**config.mk**
```make
export PLATFORM = sky130hd
export DESIGN_NAME = preamble_hunter
export DESIGN_NICKNAME = d
export VERILOG_FILES = /design/src/rtl/psr_pkg.sv /design/src/rtl/psr_sync_match.sv /design/src/rtl/psr_id_collect.sv /design/src/rtl/psr_status_regs.sv /design/src/rtl/preamble_hunter.sv
export SDC_FILE = /design/constraint.sdc
export NUM_CORES = 1
export LEC_CHECK = 0
export ABC_AREA = 1
export ABC_CLOCK_PERIOD_IN_PS = 3100
export BUFFER_PORTS_ARGS = -buffer_cell sky130_fd_sc_hd__buf_4
export CORE_MARGIN = 3
export CORE_UTILIZATION = 56
export DETAILED_ROUTE_END_ITERATION = 6
export GPL_TIMING_DRIVEN = 0
export PLACE_DENSITY = 0.78
export SETUP_SLACK_MARGIN = 0.05
export SLEW_MARGIN = 20
export SYNTH_ARGS = -nofsm -noshare
export SYNTH_HDL_FRONTEND = slang
export SYNTH_SLANG_ARGS = --single-unit
```
**constraint.sdc**
```tcl
create_clock -name clk -period 3.1 [get_ports clk]
set_input_delay 0.93 -clock clk [delete_from_list [all_inputs] [get_ports clk]]
set_output_delay 0.93 -clock clk [all_outputs]
set_load 0.01 [all_outputs]
```
**src/rtl/psr_pkg.sv**
```systemverilog
package psr_pkg;

  typedef enum logic [2:0] {
    ST_IDLE,
    ST_HUNT,
    ST_LEAD,
    ST_IDENT,
    ST_TAIL
  } hunt_state_t;

endpackage

```
**src/rtl/psr_sync_match.sv**
```systemverilog
module psr_sync_match #(
  parameter int SYM_W     = 2,
  parameter int SYNC_SYMS = 24,
  parameter logic [SYM_W*SYNC_SYMS-1:0] PATTERN = '0
) (
  input  logic             clk,
  input  logic             rst_n,
  input  logic             clr,
  input  logic             shift_en,
  input  logic [SYM_W-1:0] sym,
  output logic             hit
);
  localparam int PAT_W = SYM_W * SYNC_SYMS;
  localparam int CNT_W = $clog2(SYNC_SYMS + 1);
  localparam logic [CNT_W-1:0] FULL = CNT_W'(SYNC_SYMS);
  localparam logic [CNT_W-1:0] NEAR = CNT_W'(SYNC_SYMS - 1);

  logic [PAT_W-1:0] win_q, win_d, win_nx;
  logic [CNT_W-1:0] fill_q, fill_d;

  assign win_nx = {win_q[PAT_W-SYM_W-1:0], sym};
  assign hit    = shift_en && !clr && (fill_q >= NEAR) && (win_nx == PATTERN);

  always_comb begin
    win_d  = win_q;
    fill_d = fill_q;
    if (clr) begin
      win_d  = '0;
      fill_d = '0;
    end else if (shift_en) begin
      win_d = win_nx;
      if (fill_q != FULL) fill_d = fill_q + 1'b1;
    end
  end

  always_ff @(posedge clk or negedge rst_n) begin
    if (!rst_n) begin
      win_q  <= '0;
      fill_q <= '0;
    end else if (clr || shift_en) begin
      win_q  <= win_d;
      fill_q <= fill_d;
    end
  end
endmodule

```
**src/rtl/psr_id_collect.sv**
```systemverilog
module psr_id_collect #(
  parameter int SYM_W   = 2,
  parameter int ID_SYMS = 22,
  parameter int ID_BITS = 24,
  parameter int CRC_W   = 20,
  parameter logic [CRC_W-1:0] CRC_POLY = '1
) (
  input  logic               clk,
  input  logic               rst_n,
  input  logic               clr,
  input  logic               shift_en,
  input  logic [SYM_W-1:0]   sym,
  output logic               last,
  output logic               crc_ok,
  output logic [ID_BITS-1:0] id_word
);
  localparam int WORD_W = SYM_W * ID_SYMS;
  localparam int CNT_W  = $clog2(ID_SYMS);
  localparam logic [CNT_W-1:0] LAST_IDX = CNT_W'(ID_SYMS - 1);

  logic [WORD_W-1:0] word_q, word_d, word_nx;
  logic [CNT_W-1:0]  cnt_q, cnt_d;

  function automatic logic [CRC_W-1:0] crc_of(input logic [ID_BITS-1:0] d);
    logic [CRC_W-1:0] c;
    logic             fb;
    c = '0;
    for (int i = ID_BITS - 1; i >= 0; i--) begin
      fb = c[CRC_W-1] ^ d[i];
      c  = {c[CRC_W-2:0], 1'b0} ^ (fb ? CRC_POLY : '0);
    end
    return c;
  endfunction

  assign word_nx = {word_q[WORD_W-SYM_W-1:0], sym};
  assign last    = shift_en && !clr && (cnt_q == LAST_IDX);
  assign crc_ok  = (crc_of(word_nx[WORD_W-1 -: ID_BITS]) == word_nx[CRC_W-1:0]);
  assign id_word = word_q[WORD_W-1 -: ID_BITS];

  always_comb begin
    word_d = word_q;
    cnt_d  = cnt_q;
    if (clr) begin
      cnt_d = '0;
    end else if (shift_en) begin
      word_d = word_nx;
      cnt_d  = (cnt_q == LAST_IDX) ? '0 : cnt_q + 1'b1;
    end
  end

  always_ff @(posedge clk or negedge rst_n) begin
    if (!rst_n) begin
      word_q <= '0;
      cnt_q  <= '0;
    end else if (clr || shift_en) begin
      word_q <= word_d;
      cnt_q  <= cnt_d;
    end
  end
endmodule

```
**src/rtl/psr_status_regs.sv**
```systemverilog
module psr_status_regs #(
  parameter int SYM_W   = 2,
  parameter int ID_BITS = 24
) (
  input  logic               clk,
  input  logic               rst_n,
  input  logic               arm,
  input  logic               stat_evt,
  input  logic               done_evt,
  input  logic [SYM_W-1:0]   sym,
  input  logic               irq_en,
  input  logic               ack,
  input  logic [ID_BITS-1:0] id_in,
  output logic [SYM_W-1:0]   stat_val,
  output logic               stat_rdy,
  output logic               buf_free,
  output logic               crc_err,
  output logic               irq,
  output logic [ID_BITS-1:0] id_bytes
);
  logic [SYM_W-1:0]   val_q, val_d;
  logic               rdy_q, rdy_d, free_q, free_d, err_q, err_d, irq_q, irq_d;
  logic [ID_BITS-1:0] id_q, id_d;
  logic               upd;

  always_comb begin
    val_d  = val_q;
    rdy_d  = rdy_q;
    free_d = free_q;
    err_d  = err_q;
    irq_d  = irq_q;
    id_d   = id_q;
    if (ack) begin
      rdy_d  = 1'b0;
      free_d = 1'b0;
      irq_d  = 1'b0;
    end
    if (arm) err_d = 1'b1;
    if (stat_evt) begin
      val_d = sym;
      rdy_d = 1'b1;
      if (irq_en || done_evt) irq_d = 1'b1;
    end
    if (done_evt) begin
      free_d = 1'b1;
      err_d  = 1'b0;
      id_d   = id_in;
    end
  end

  assign upd = ack || arm || stat_evt || done_evt;

  always_ff @(posedge clk or negedge rst_n) begin
    if (!rst_n) begin
      val_q  <= '0;
      rdy_q  <= 1'b0;
      free_q <= 1'b0;
      err_q  <= 1'b0;
      irq_q  <= 1'b0;
      id_q   <= '0;
    end else if (upd) begin
      val_q  <= val_d;
      rdy_q  <= rdy_d;
      free_q <= free_d;
      err_q  <= err_d;
      irq_q  <= irq_d;
      id_q   <= id_d;
    end
  end

  assign stat_val = val_q;
  assign stat_rdy = rdy_q;
  assign buf_free = free_q;
  assign crc_err  = err_q;
  assign irq      = irq_q;
  assign id_bytes = id_q;
endmodule

```
**src/rtl/preamble_hunter.sv**
```systemverilog
module preamble_hunter #(
  parameter int SYM_W     = 2,
  parameter int SYNC_SYMS = 24,
  parameter int ID_SYMS   = 22,
  parameter int ID_BITS   = 24,
  parameter int CRC_W     = 20,
  parameter logic [SYM_W*SYNC_SYMS-1:0] SYNC_WORD = 48'h5A3C_F096_E1B7,
  parameter logic [CRC_W-1:0]           CRC_POLY  = 20'h41C5B
) (
  input  logic               clk,
  input  logic               rst_n,
  input  logic               sym_stb,
  input  logic [SYM_W-1:0]   sym_in,
  input  logic               start,
  input  logic               ack,
  input  logic               stat_irq_en,
  output logic [SYM_W-1:0]   stat_val,
  output logic               stat_rdy,
  output logic               buf_free,
  output logic               crc_err,
  output logic               irq,
  output logic [ID_BITS-1:0] id_bytes,
  output logic               busy
);
  import psr_pkg::*;

  hunt_state_t        state_q, state_d;
  logic               stb_eff, sync_hit, id_last, id_ok, id_fail;
  logic               sync_clr, stat_evt, done_evt;
  logic [ID_BITS-1:0] id_word;

  assign stb_eff  = sym_stb && !start;
  assign id_fail  = id_last && !id_ok;
  assign sync_clr = start || id_fail;
  assign stat_evt = stb_eff && (state_q == ST_LEAD || state_q == ST_TAIL);
  assign done_evt = stb_eff && (state_q == ST_TAIL);
  assign busy     = (state_q != ST_IDLE);

  psr_sync_match #(
    .SYM_W(SYM_W), .SYNC_SYMS(SYNC_SYMS), .PATTERN(SYNC_WORD)
  ) u_sync (
    .clk(clk), .rst_n(rst_n), .clr(sync_clr),
    .shift_en(stb_eff && state_q == ST_HUNT),
    .sym(sym_in), .hit(sync_hit)
  );

  psr_id_collect #(
    .SYM_W(SYM_W), .ID_SYMS(ID_SYMS), .ID_BITS(ID_BITS),
    .CRC_W(CRC_W), .CRC_POLY(CRC_POLY)
  ) u_id (
    .clk(clk), .rst_n(rst_n), .clr(start),
    .shift_en(stb_eff && state_q == ST_IDENT),
    .sym(sym_in), .last(id_last), .crc_ok(id_ok), .id_word(id_word)
  );

  psr_status_regs #(.SYM_W(SYM_W), .ID_BITS(ID_BITS)) u_stat (
    .clk(clk), .rst_n(rst_n), .arm(start), .stat_evt(stat_evt),
    .done_evt(done_evt), .sym(sym_in), .irq_en(stat_irq_en), .ack(ack),
    .id_in(id_word), .stat_val(stat_val), .stat_rdy(stat_rdy),
    .buf_free(buf_free), .crc_err(crc_err), .irq(irq), .id_bytes(id_bytes)
  );

  always_comb begin
    state_d = state_q;
    if (start) begin
      state_d = ST_HUNT;
    end else if (stb_eff) begin
      case (state_q)
        ST_HUNT:  if (sync_hit) state_d = ST_LEAD;
        ST_LEAD:  state_d = ST_IDENT;
        ST_IDENT: if (id_last) state_d = id_ok ? ST_TAIL : ST_HUNT;
        ST_TAIL:  state_d = ST_IDLE;
        default:  state_d = state_q;
      endcase
    end
  end

  always_ff @(posedge clk or negedge rst_n) begin
    if (!rst_n)                  state_q <= ST_IDLE;
    else if (start || stb_eff)   state_q <= state_d;
  end
endmodule

```
==> flow_summary.ini <==
[timing]
slew_viol_final = 0
setup_ws_ps = -675
rsz0062_at_grt = true
slew_headroom_pct = 63.9
tns_ps = -32610
hold_viol = 0
fin_skew_ps = 9.44
worstMarginPinSlew_ps = 542
fin_crit_ps = 3770
period_share_pct = 122
setup_viol = 53
fmax_mhz = 265

[global_routing]
grt_pass1_wl_mm = 38.7
busiest_layer = met2
grt_pass1_vias = 7764
use_met1_pct = 41.2
antenna_found_initial = 0
grt_start_max_net_pins = 89
grt-ovfl-total = 0
grt_use_total_pct = 29.6
grt_use_met3_pct = 4.80
use_met2_pct = 46.5

[finish]
multi_input_area_mm2 = 0.00524
regArea_mm2 = 0.00333
area.growth.synth_to_final_pct = 32.3
final_nets = 1220
n_antenna_cell = 0
final_area_mm2 = 0.0107
nFillCells = 903
final_layout_size_suffix_gt1_share_pct = 27.4

[synth]
ys_types = 39
synth_nets = 1116
synth-seq-cells = 133
synth.avg_cell_area_um2 = 7.35
synth_xor_area_share_pct = 6.71
synth-async-reset-ratio_pct = 100
synth-simple-area-share_pct = 38.1
synth-adder-area-share_pct = 0.617
synthMuxAreaShare_pct = 0.139
ys.flop_type = dfrtp_1
syn_area_mm2 = 0.00812
synth_edf_count = 0
syn_inst = 1104
yosysSeqAreaShare_pct = 41.0
yosysWarnings = 0
synth-compound-area-share_pct = 5.63
synth_top_family_by_area = simple AND/OR/NAND/NOR gates

[routing]
drc = 0
first_pass_iters = 6
num_vias = 8362
drt_iter0_drc = 999
wl_per_cell_um = 18.4
routed_wl_mm = 25.7
viasPerCell = 5.97
antenna_left = 0

[die]
io_pins = 39
die_h_um = 126
die-area_mm2 = 0.0160
rows = 43
core_mm2 = 0.0140
die_w_um = 126
start_util_pct = 57.8

[place]
place_area_mm2 = 0.00891
globalplace.congestion = 0.892
numPortBuffers = 38
preCtsSetupSlack_ps = -739
hpwlAfterDp_mm = 14.7

[clocking]
cts_tree = built
ctsHoldBuffers = 0
clk_latency_ps = 420
clock_sinks = 133
clkSlewWorstSetupHoldPaths_ps = 60
clock_path_buffers = 2
cts_buffers = 17
cts_max_level = 4
clockRootBuffer = clkbuf_16

[critical_path]
crit_top_cell = nand2_1
criticalPathCategory = register to register
start_kind = register
crit_path_top_delay_cell = dfrtp_1
critical_path_peak_fanout = 9
reg2reg_depth = 31
crit_arrival_ps = 4130
cp.required_ps = 3460
cp-end-kind = register
slowest_delay_ps = 390

[hold_path]
hp-class = input pin to async pin

[outcome]
violations = setup timing
run_status = complete, but fails checks

[flow_run]
maxCapViolCount = 0
## synth_stat cells (4+ instances only)
cell type	count	area, µm²
nand3_2	18	180
nand2_1	402	1510
inv_2	15	56.3
o21ai_0	70	350
ha_1	4	50.1
buf_2	7	35.0
clkbuf_1	23	86.3
nand2_2	33	206
nand4_1	59	369
xor2_1	36	315
inv_1	95	357
nand2_4	11	124
dfrtp_1	133	3330
nor3b_1	4	30.0
nor2_1	38	143
xnor2_1	18	158
a21oi_1	8	40.0
nand3_1	94	470
buf_6	5	56.3
## state kept, by name, summed over array words and instances (netlist names)
register	flops
state_q	3
u_id.cnt_q	5
u_id.word_q	44
u_stat.buf_free	1
u_stat.crc_err	1
u_stat.id_bytes	24
u_stat.irq	1
u_stat.stat_rdy	1
u_stat.stat_val	2
u_sync.fill_q	5
u_sync.win_q	46
## cell usage in the layout (no fill, tap or decap), types with 14 or more instances in the layout
| cell | n |
|---|---|
| nand2_1 | 337 |
| dfrtp_1 | 129 |
| inv_1 | 89 |
| buf_4 | 81 |
| nand3_1 | 69 |
| o21ai_0 | 69 |
| nand4_1 | 59 |
| nand2_4 | 52 |
| nand2_2 | 44 |
| nor2_1 | 33 |
| nand3_4 | 27 |
| xor2_1 | 27 |
| clkbuf_1 | 22 |
| clkbuf_16 | 18 |
| nand3_2 | 16 |
| inv_2 | 14 |
| xnor2_1 | 14 |
## worst max-delay path, delay by kind of cell (launching register included)
family / cells / cell delay, ps
buffers and inverters: 4 / 470
DFF: 1 / 390
and+or+nand+nor: 27 / 2840
## cell type report
class	instances	area share, %
Buffer	39	2.09
Clock buffer	19	4.22
Clock inverter	13	0.932
Inverter	113	4.25
Multi-Input combinational cell	818	48.8
Sequential cell	133	31.0
Tap cell	180	2.10
Timing Repair Buffer	86	6.56
## path summary, 6_finish.rpt
kind	start	to	slack, ps
setup / recovery	u_id.word_q[41]	u_sync.win_q[5]	-670
hold / removal	rst_n	u_sync.win_q[29]	410
setup reg to reg	u_id.word_q[41]	u_sync.win_q[5]	-670
hold reg to reg	u_id.word_q[3]	u_id.word_q[5]	490
max in group asynchronous	rst_n	u_id.word_q[33]	1920
min in group clk	u_id.word_q[3]	u_id.word_q[5]	490
## routing by layer
| layer | wire (µm) | vias to the layer above |
|---|---|---|
| met4 | 1350 | 0 |
| met1 | 10300 | 3932 |
| met5 | 0 | - |
| met3 | 2060 | 139 |
| met2 | 12000 | 520 |
| li1 | - | 3771 |
## per-stage QoR
stage / cells / util, % / hold WS, ps
4_1_cts: 1389 / 73.5 / 411
5_1_grt: 1401 / 76.5 / 421
3_3_place_gp: 1322 / 63.2 / 463
3_5_place_dp: 1323 / 63.5 / 476
6_report: 1401 / 76.5 / 406
2_1_floorplan: 1104 / - / 449
## kinds of logic (layout without fill, tap and decap cells)
kind of cell / Yosys count / count (layout)
and+or+nand+nor: 668 / 668
adders and majority gates: 4 / 4
AOI/OAI and AO/OA: 87 / 87
xor gates and xnor gates: 58 / 58
DFF: 133 / 133
muxes: 1 / 1
buffers and inverters: 153 / 270
## repair_timing
action                     4_1_cts  5_1_grt
buffers inserted                34       10
pin swaps                       48       25
setup endpoints to repair       53       54
resized for setup              135       57
cloned                           1        2
Power is left out: the tool's default activity adds up to more than one toggle a clock period on the data nets, which glitch-free logic cannot reach.
